File: config.mk
export PLATFORM = sky130hd
export DESIGN_NAME = cpuack_ctrl
export DESIGN_NICKNAME = d
export VERILOG_FILES = /design/src/rtl/cpuack_pkg.sv /design/src/rtl/cpuack_pick.sv /design/src/rtl/cpuack_set.sv /design/src/rtl/cpuack_ctrl.sv
export SDC_FILE = /design/constraint.sdc
export NUM_CORES = 1
export LEC_CHECK = 0
export ABC_AREA = 1
export BUFFER_PORTS_ARGS = -buffer_cell sky130_fd_sc_hd__clkbuf_2
export CAP_MARGIN = 15
export CORE_ASPECT_RATIO = 1.4
export CORE_MARGIN = 4
export CORE_UTILIZATION = 50
export DETAILED_ROUTE_END_ITERATION = 16
export PLACE_DENSITY = 0.72
export SETUP_SLACK_MARGIN = 0.15
export SLEW_MARGIN = 10
export SYNTH_ARGS = -nofsm -noshare
export SYNTH_HDL_FRONTEND = slang
export SYNTH_SLANG_ARGS = --single-unit
File: constraint.sdc
create_clock -name clk -period 10.1 [get_ports clk]
set_input_delay 1.515 -clock clk [delete_from_list [all_inputs] [get_ports clk]]
set_output_delay 1.515 -clock clk [all_outputs]
set_load 0.005 [all_outputs]
File: src/rtl/cpuack_pkg.sv
package cpuack_pkg;
   typedef enum logic [1:0] {
      REG_TPRI = 2'd0,
      REG_ACK  = 2'd1,
      REG_EOI  = 2'd2,
      REG_WHO  = 2'd3
   } reg_sel_e;
endpackage

File: src/rtl/cpuack_pick.sv
module cpuack_pick #(
   parameter int N  = 8,
   parameter int PW = 4,
   parameter int IW = 3
) (
   input  logic [N-1:0]    member,
   input  logic [N*PW-1:0] prio_flat,
   output logic            found,
   output logic [IW-1:0]   best_idx,
   output logic [PW-1:0]   best_prio
);
   // scan upward, replace only on strictly higher priority: lowest index wins ties
   always_comb begin
      found     = 1'b0;
      best_idx  = '0;
      best_prio = '0;
      for (int i = 0; i < N; i++) begin
         if (member[i] && (!found || prio_flat[i*PW +: PW] > best_prio)) begin
            found     = 1'b1;
            best_idx  = IW'(i);
            best_prio = prio_flat[i*PW +: PW];
         end
      end
   end
endmodule

File: src/rtl/cpuack_set.sv
module cpuack_set #(
   parameter int N  = 8,
   parameter int PW = 4,
   parameter int IW = 3
) (
   input  logic          clk,
   input  logic          rst_n,
   input  logic          add_en,
   input  logic [IW-1:0] add_idx,
   input  logic [PW-1:0] add_prio,
   input  logic          del_en,
   input  logic [IW-1:0] del_idx,
   output logic [N-1:0]  members,
   output logic          top_found,
   output logic [IW-1:0] top_idx,
   output logic [PW-1:0] top_prio
);
   logic [N*PW-1:0] prio_flat;

   for (genvar g = 0; g < N; g++) begin : g_entry
      logic          in_q;
      logic [PW-1:0] pr_q;
      logic          hit_add, hit_del;
      assign hit_add = add_en && (add_idx == IW'(g));
      assign hit_del = del_en && (del_idx == IW'(g));
      always_ff @(posedge clk or negedge rst_n) begin
         if (!rst_n) begin
            in_q <= 1'b0;
            pr_q <= '0;
         end else if (hit_add) begin
            in_q <= 1'b1;
            pr_q <= add_prio;
         end else if (hit_del) begin
            in_q <= 1'b0;
         end
      end
      assign members[g]            = in_q;
      assign prio_flat[g*PW +: PW] = pr_q;
   end

   cpuack_pick #(.N(N), .PW(PW), .IW(IW)) u_pick (
      .member    (members),
      .prio_flat (prio_flat),
      .found     (top_found),
      .best_idx  (top_idx),
      .best_prio (top_prio)
   );
endmodule

File: src/rtl/cpuack_ctrl.sv
module cpuack_ctrl
   import cpuack_pkg::*;
#(
   parameter int NUM_SRC = 8,
   parameter int PRIO_W  = 4,
   parameter int VEC_W   = 8,
   parameter int CPU_ID  = 2,
   localparam int IDX_W  = (NUM_SRC > 1) ? $clog2(NUM_SRC) : 1
) (
   input  logic             clk,
   input  logic             rst_n,
   input  logic             raise_valid,
   input  logic [IDX_W-1:0] raise_idx,
   input  logic [PRIO_W-1:0] raise_prio,
   input  logic             reg_wr,
   input  logic             reg_rd,
   input  logic [1:0]       reg_addr,
   input  logic [VEC_W-1:0] reg_wdata,
   output logic [VEC_W-1:0] reg_rdata,
   output logic             reg_rvalid,
   input  logic [VEC_W-1:0] spur_vec,
   output logic [IDX_W-1:0] sel_idx,
   input  logic             sel_active,
   input  logic             sel_edge,
   input  logic [PRIO_W-1:0] sel_prio,
   input  logic [VEC_W-1:0] sel_vec,
   output logic             clr_valid,
   output logic [IDX_W-1:0] clr_idx,
   output logic             clr_active,
   output logic             clr_pending,
   output logic             cpu_irq
);
   localparam logic [PRIO_W-1:0] TPRI_RST = '1;

   if (NUM_SRC < 2) begin : g_bad_src
      $error("cpuack_ctrl: NUM_SRC must be at least 2");
   end
   if (PRIO_W < 1 || PRIO_W > VEC_W) begin : g_bad_prio
      $error("cpuack_ctrl: PRIO_W must lie in 1..VEC_W");
   end
   if (CPU_ID < 0 || CPU_ID >= (1 << VEC_W)) begin : g_bad_id
      $error("cpuack_ctrl: CPU_ID does not fit in VEC_W bits");
   end

   logic [PRIO_W-1:0] tpri_q;
   logic [NUM_SRC-1:0] r_members, s_members;
   logic              r_found, s_found;
   logic [IDX_W-1:0]  r_idx, s_idx;
   logic [PRIO_W-1:0] r_prio, s_prio;

   logic ack_go, eoi_go, ack_hit, ack_take, raise_ok;

   assign ack_go   = reg_rd && (reg_addr == REG_ACK);
   assign eoi_go   = reg_wr && (reg_addr == REG_EOI);
   assign ack_hit  = ack_go && r_found;
   assign ack_take = ack_hit && sel_active && (sel_prio > tpri_q);
   assign raise_ok = raise_valid && (raise_prio > tpri_q) && !r_members[raise_idx];

   cpuack_set #(.N(NUM_SRC), .PW(PRIO_W), .IW(IDX_W)) u_raised (
      .clk       (clk),
      .rst_n     (rst_n),
      .add_en    (raise_ok),
      .add_idx   (raise_idx),
      .add_prio  (raise_prio),
      .del_en    (ack_hit),
      .del_idx   (r_idx),
      .members   (r_members),
      .top_found (r_found),
      .top_idx   (r_idx),
      .top_prio  (r_prio)
   );

   cpuack_set #(.N(NUM_SRC), .PW(PRIO_W), .IW(IDX_W)) u_insvc (
      .clk       (clk),
      .rst_n     (rst_n),
      .add_en    (ack_take),
      .add_idx   (r_idx),
      .add_prio  (sel_prio),
      .del_en    (eoi_go && s_found),
      .del_idx   (s_idx),
      .members   (s_members),
      .top_found (s_found),
      .top_idx   (s_idx),
      .top_prio  (s_prio)
   );

   assign sel_idx = r_idx;
   assign cpu_irq = r_found && (r_prio > tpri_q) && (!s_found || r_prio > s_prio);

   always_ff @(posedge clk or negedge rst_n) begin
      if (!rst_n) tpri_q <= TPRI_RST;
      else if (reg_wr && reg_addr == REG_TPRI) tpri_q <= reg_wdata[PRIO_W-1:0];
   end

   logic [VEC_W-1:0] rd_next;
   always_comb begin
      unique case (reg_addr)
         REG_TPRI: rd_next = VEC_W'(tpri_q);
         REG_ACK:  rd_next = ack_take ? sel_vec : spur_vec;
         REG_EOI:  rd_next = '0;
         default:  rd_next = VEC_W'(CPU_ID);
      endcase
   end

   always_ff @(posedge clk or negedge rst_n) begin
      if (!rst_n) begin
         reg_rdata   <= '0;
         reg_rvalid  <= 1'b0;
         clr_valid   <= 1'b0;
         clr_idx     <= '0;
         clr_active  <= 1'b0;
         clr_pending <= 1'b0;
      end else begin
         reg_rvalid  <= reg_rd;
         if (reg_rd) reg_rdata <= rd_next;
         clr_valid   <= ack_hit;
         clr_idx     <= ack_hit ? r_idx : '0;
         clr_active  <= ack_hit && (sel_edge || !ack_take);
         clr_pending <= ack_hit && sel_edge;
      end
   end
endmodule

==> metrics.md <==
| Metric | Value |
|---|---|
| Number of rows created at floorplan | `49` |
| Inst Count DP | `1114` |
| Top area cells in the synthesized netlist | `dfrtp_1 (36%), ha_1 (14%), nand2_1 (13%)` |
| Post-Place Worst Slack | `-0.809 ns` |
| Number of clock sinks seen by CTS | `99` |
| Predominant post-synthesis flop cell | `dfrtp_1` |
| Slowest cell on the critical path | `dfrtp_2` |
| Non-filler instance count after layout | `1179` |
| Headroom to the max-slew limit | `53.0%` |
| DR iter-0 viols | `392` |
| Cell type with the largest total area after synthesis | `dfrtp_1` |
| CTS root buf | `clkbuf_16` |
| Number of buffers on the longest clock path | `2` |
| Antenna cells | `0` |
| Number of instances in the synthesized netlist | `833` |
| Pin count of the biggest net entering global routing | `54` |
| Final sum of negative setup slack | `-1.70 ns` |
| #FFs+latches synth | `99` |
| Element type at the critical path end | `output port` |
| Die extent in y | `144 microns` |
| Post-Syn Area per Cell | `7.89 sq um` |
| Remaining antenna violation count | `0` |
| Hold depth | `2` |
| Number of CTS-inserted buffers | `9` |
| Signal arrival time at the worst endpoint | `9.50 ns` |
| Delay of the slowest cell on the worst path | `0.41 ns` |
| Most numerous cell on the critical path | `o21ai_2` |
| Register-to-Register Path Depth | `74` |
| Final Util | `71.2%` |
| Endpoint of the most critical register-to-register path | `u_insvc.g_entry[5].pr_q[1]$_DFFE_PN0P_` |
| Die W | `105 microns` |
| Overall global routing resource usage | `23.3%` |
| Share of the clock period used by the worst path after layout | `109%` |
| Leftover overflow at the end of global routing | `0` |
| Vias in the first global route | `5979` |
| Antenna violations before repair | `0` |
| Startpoint Class | `flip-flop` |
| Data required, critical path | `8.59 ns` |
| Final slew viol count | `0` |
| Launch instance of the worst register-to-register path | `u_raised.g_entry[0].in_q$_DFFE_PN0P_` |
| Maximum fanout along the worst path | `8` |
| Summed instance area of the synthesized netlist | `0.00658 sq mm` |
| Latest clock arrival within the worst-skew pair | `0.35 ns` |
| Maximum clock frequency | `90.8 MHz` |
| Transition at the pin with the smallest max-transition slack | `0.705 ns` |
| Crit path from | `u_raised.g_entry[0].in_q$_DFFE_PN0P_` |
| Number of synthesized flops with an enable pin | `0` |
| Minimum clock period after layout | `11.01 ns` |
| DP Wirelength | `12.9 mm` |
| Total iterations of the first detailed-routing run | `7` |
| Wire per inst | `17.6 microns` |
| Wire length of the first global-routing pass | `28.1 mm` |
| IO buf count | `58` |
| Number of design rule violations left after detail routing | `0` |
| Endpoint of the worst hold-timing path | `u_insvc.g_entry[3].pr_q[0]$_DFFE_PN0P_` |
| Post-synth cell types | `39` |
| Clock transition at the registers of the reported paths | `0.07 ns` |
| Area grow syn2layout | `39.5%` |
| Die outline area | `0.0151 sq mm` |
| Via Count | `6658` |
| Final RePlAce weighted congestion | `0.864` |
| IO Pins | `63` |
| Portion of the post-synthesis area used by sequential elements | `37.8%` |
| Final Skew | `0.00714 ns` |
| Core footprint | `0.0129 sq mm` |
| DRT Wirelength | `20.7 mm` |
| Crit path setup slack, layout | `-0.915 ns` |
| TritonCTS clock tree | `yes` |
| Hold violation total from the final report | `0` |
| Run status | `complete, but fails checks` |
| Setup slack of the worst register-to-register path | `0.62 ns` |
| Effective utilization at floorplan | `51.1%` |
| Worst hold path startpoint | `u_insvc.g_entry[3].pr_q[0]$_DFFE_PN0P_` |
| Hold WC Path Type | `reg -> reg` |
| Final layout net count | `1136` |
| Post-Syn Nets | `948` |
| Violations in the final reports | `setup timing` |
| Level count of the clock H-tree | `3` |
| Share of final-layout standard cells stronger than drive strength 1 | `40.3%` |
| Async set-or-reset flop fraction in the synthesized netlist | `100%` |
| Final setup viols | `4` |
| Post-DR vias/cell | `5.65` |
| Yosys Warn Count | `0` |
| Count of maximum capacitance violations | `0` |
| Worst setup path class | `reg -> out` |
| RSZ-0062 raised after global routing | `yes` |
| Proportion of netlist area held by the largest area contributor | `36.2%` |
[flip-flops by register name, summed over array words and instances (netlist names)]
| register | cells |
|---|---|
| u_raised.g_entry.pr_q | 32 |
| clr_pending | 1 |
| reg_rvalid | 1 |
| clr_valid | 1 |
| u_insvc.g_entry.in_q | 8 |
| clr_active | 1 |
| reg_rdata | 8 |
| u_insvc.g_entry.pr_q | 32 |
| clr_idx | 3 |
| u_raised.g_entry.in_q | 8 |
| tpri_q | 4 |
[timing repair]
action / in CTS / in global routing
endpoints found under the setup margin: 4 / 30
cloned: 1 / 1
hold buffers: 0 / 0
gates resized for setup: 36 / 190
pin swaps: 16 / 120
setup buffers: 9 / 38
[worst max path at each step]
stage / endpoint / slack, ns / cells past startpoint
global placement: cpu_irq / -0.57 / 68
global route: cpu_irq / -1.41 / 74
CTS: cpu_irq / -0.86 / 73
detailed placement: cpu_irq / -0.81 / 72
floorplan: cpu_irq / 0.29 / 67
finish: cpu_irq / -0.91 / 73
[Yosys cell counts (3+ instances only)]
cell type  instances
a21oi_1           31
a31oi_1            3
a32o_1             3
buf_6              3
dfrtp_1           95
dfstp_2            4
ha_1              71
inv_1             87
inv_2             12
nand2_1          223
nand2_2           16
nand2_4            6
nand3_1           17
nand3_2            4
nand4_1           14
nor2_1            43
nor2_2             4
nor2_4             5
o211ai_1           5
o21ai_0           95
o21ai_1           43
o21ai_2           16
o21bai_1           7
o22ai_1            4
[placed cells by master (no fill, tap or decap), types with 5 or more instances in the layout]
cell type  netlist  layout
inv_2           12      20
dfrtp_1         95      93
nor2_4           5       5
nand4_1         14      14
inv_1           87      78
o21bai_1         7       7
a21oi_1         31      26
nand2_4          6      25
ha_2             0       6
o21ai_4          0      12
o211ai_1         5       5
nand2_2         16      46
buf_4            0     108
nor2_2           4       5
o21ai_0         95      71
nand3_1         17      15
clkbuf_16        0       9
o21ai_1         43      34
o21ai_2         16      37
ha_4             0      24
nor2_1          43      42
a21oi_2          2       6
nand3_2          4       6
ha_1            71      41
buf_6            3      17
nand2_1        223     173
clkbuf_2         0      54
[logic make-up after synthesis]
family	after synthesis	synth area share (%)
AND/OR/NAND/NOR	339	23.3
AO/OA/AOI/OAI	216	18.7
buffers and inverters	107	6.53
flip-flops	99	37.8
adder cells (fa/ha/maj)	71	13.5
multiplexers	1	0.171
[critical path: cells and delay by family (launching register included)]
kind,cells,cell delay (ns)
compound gates,27,2.87
fa+ha+maj,8,2.26
buf+inv,11,1.17
flops,1,0.41
simple gates,27,2.41
[metrics by stage]
| stage | hold WS (ns) | instance area (sq um) |
|---|---|---|
| global placement | 0.466 | 7590 |
| finish | 0.489 | 9170 |
| detailed placement | 0.474 | 7590 |
| CTS | 0.491 | 8050 |
| floorplan | 0.453 | 6580 |
| global route | 0.507 | 9170 |
[final cells by class]
cell class	instances	area, sq um
timing repair buffer	181	1300
tap	153	191
sequential	99	2480
inverter	101	388
multi-input combinational	629	4530
clock buffer	13	260
fill	945	3700
clock inverter	3	21.3
[per-layer routing]
| layer | wire length (microns) | track usage, % |
|---|---|---|
| met5 | 0 | 0 |
| met1 | 7610 | 27.4 |
| met3 | 994 | 3.01 |
| met2 | 11300 | 43.7 |
| met4 | 835 | 7.53 |
Power is not shown: default switching activity piles up to over one toggle a cycle in this logic, so the estimate is an artifact.
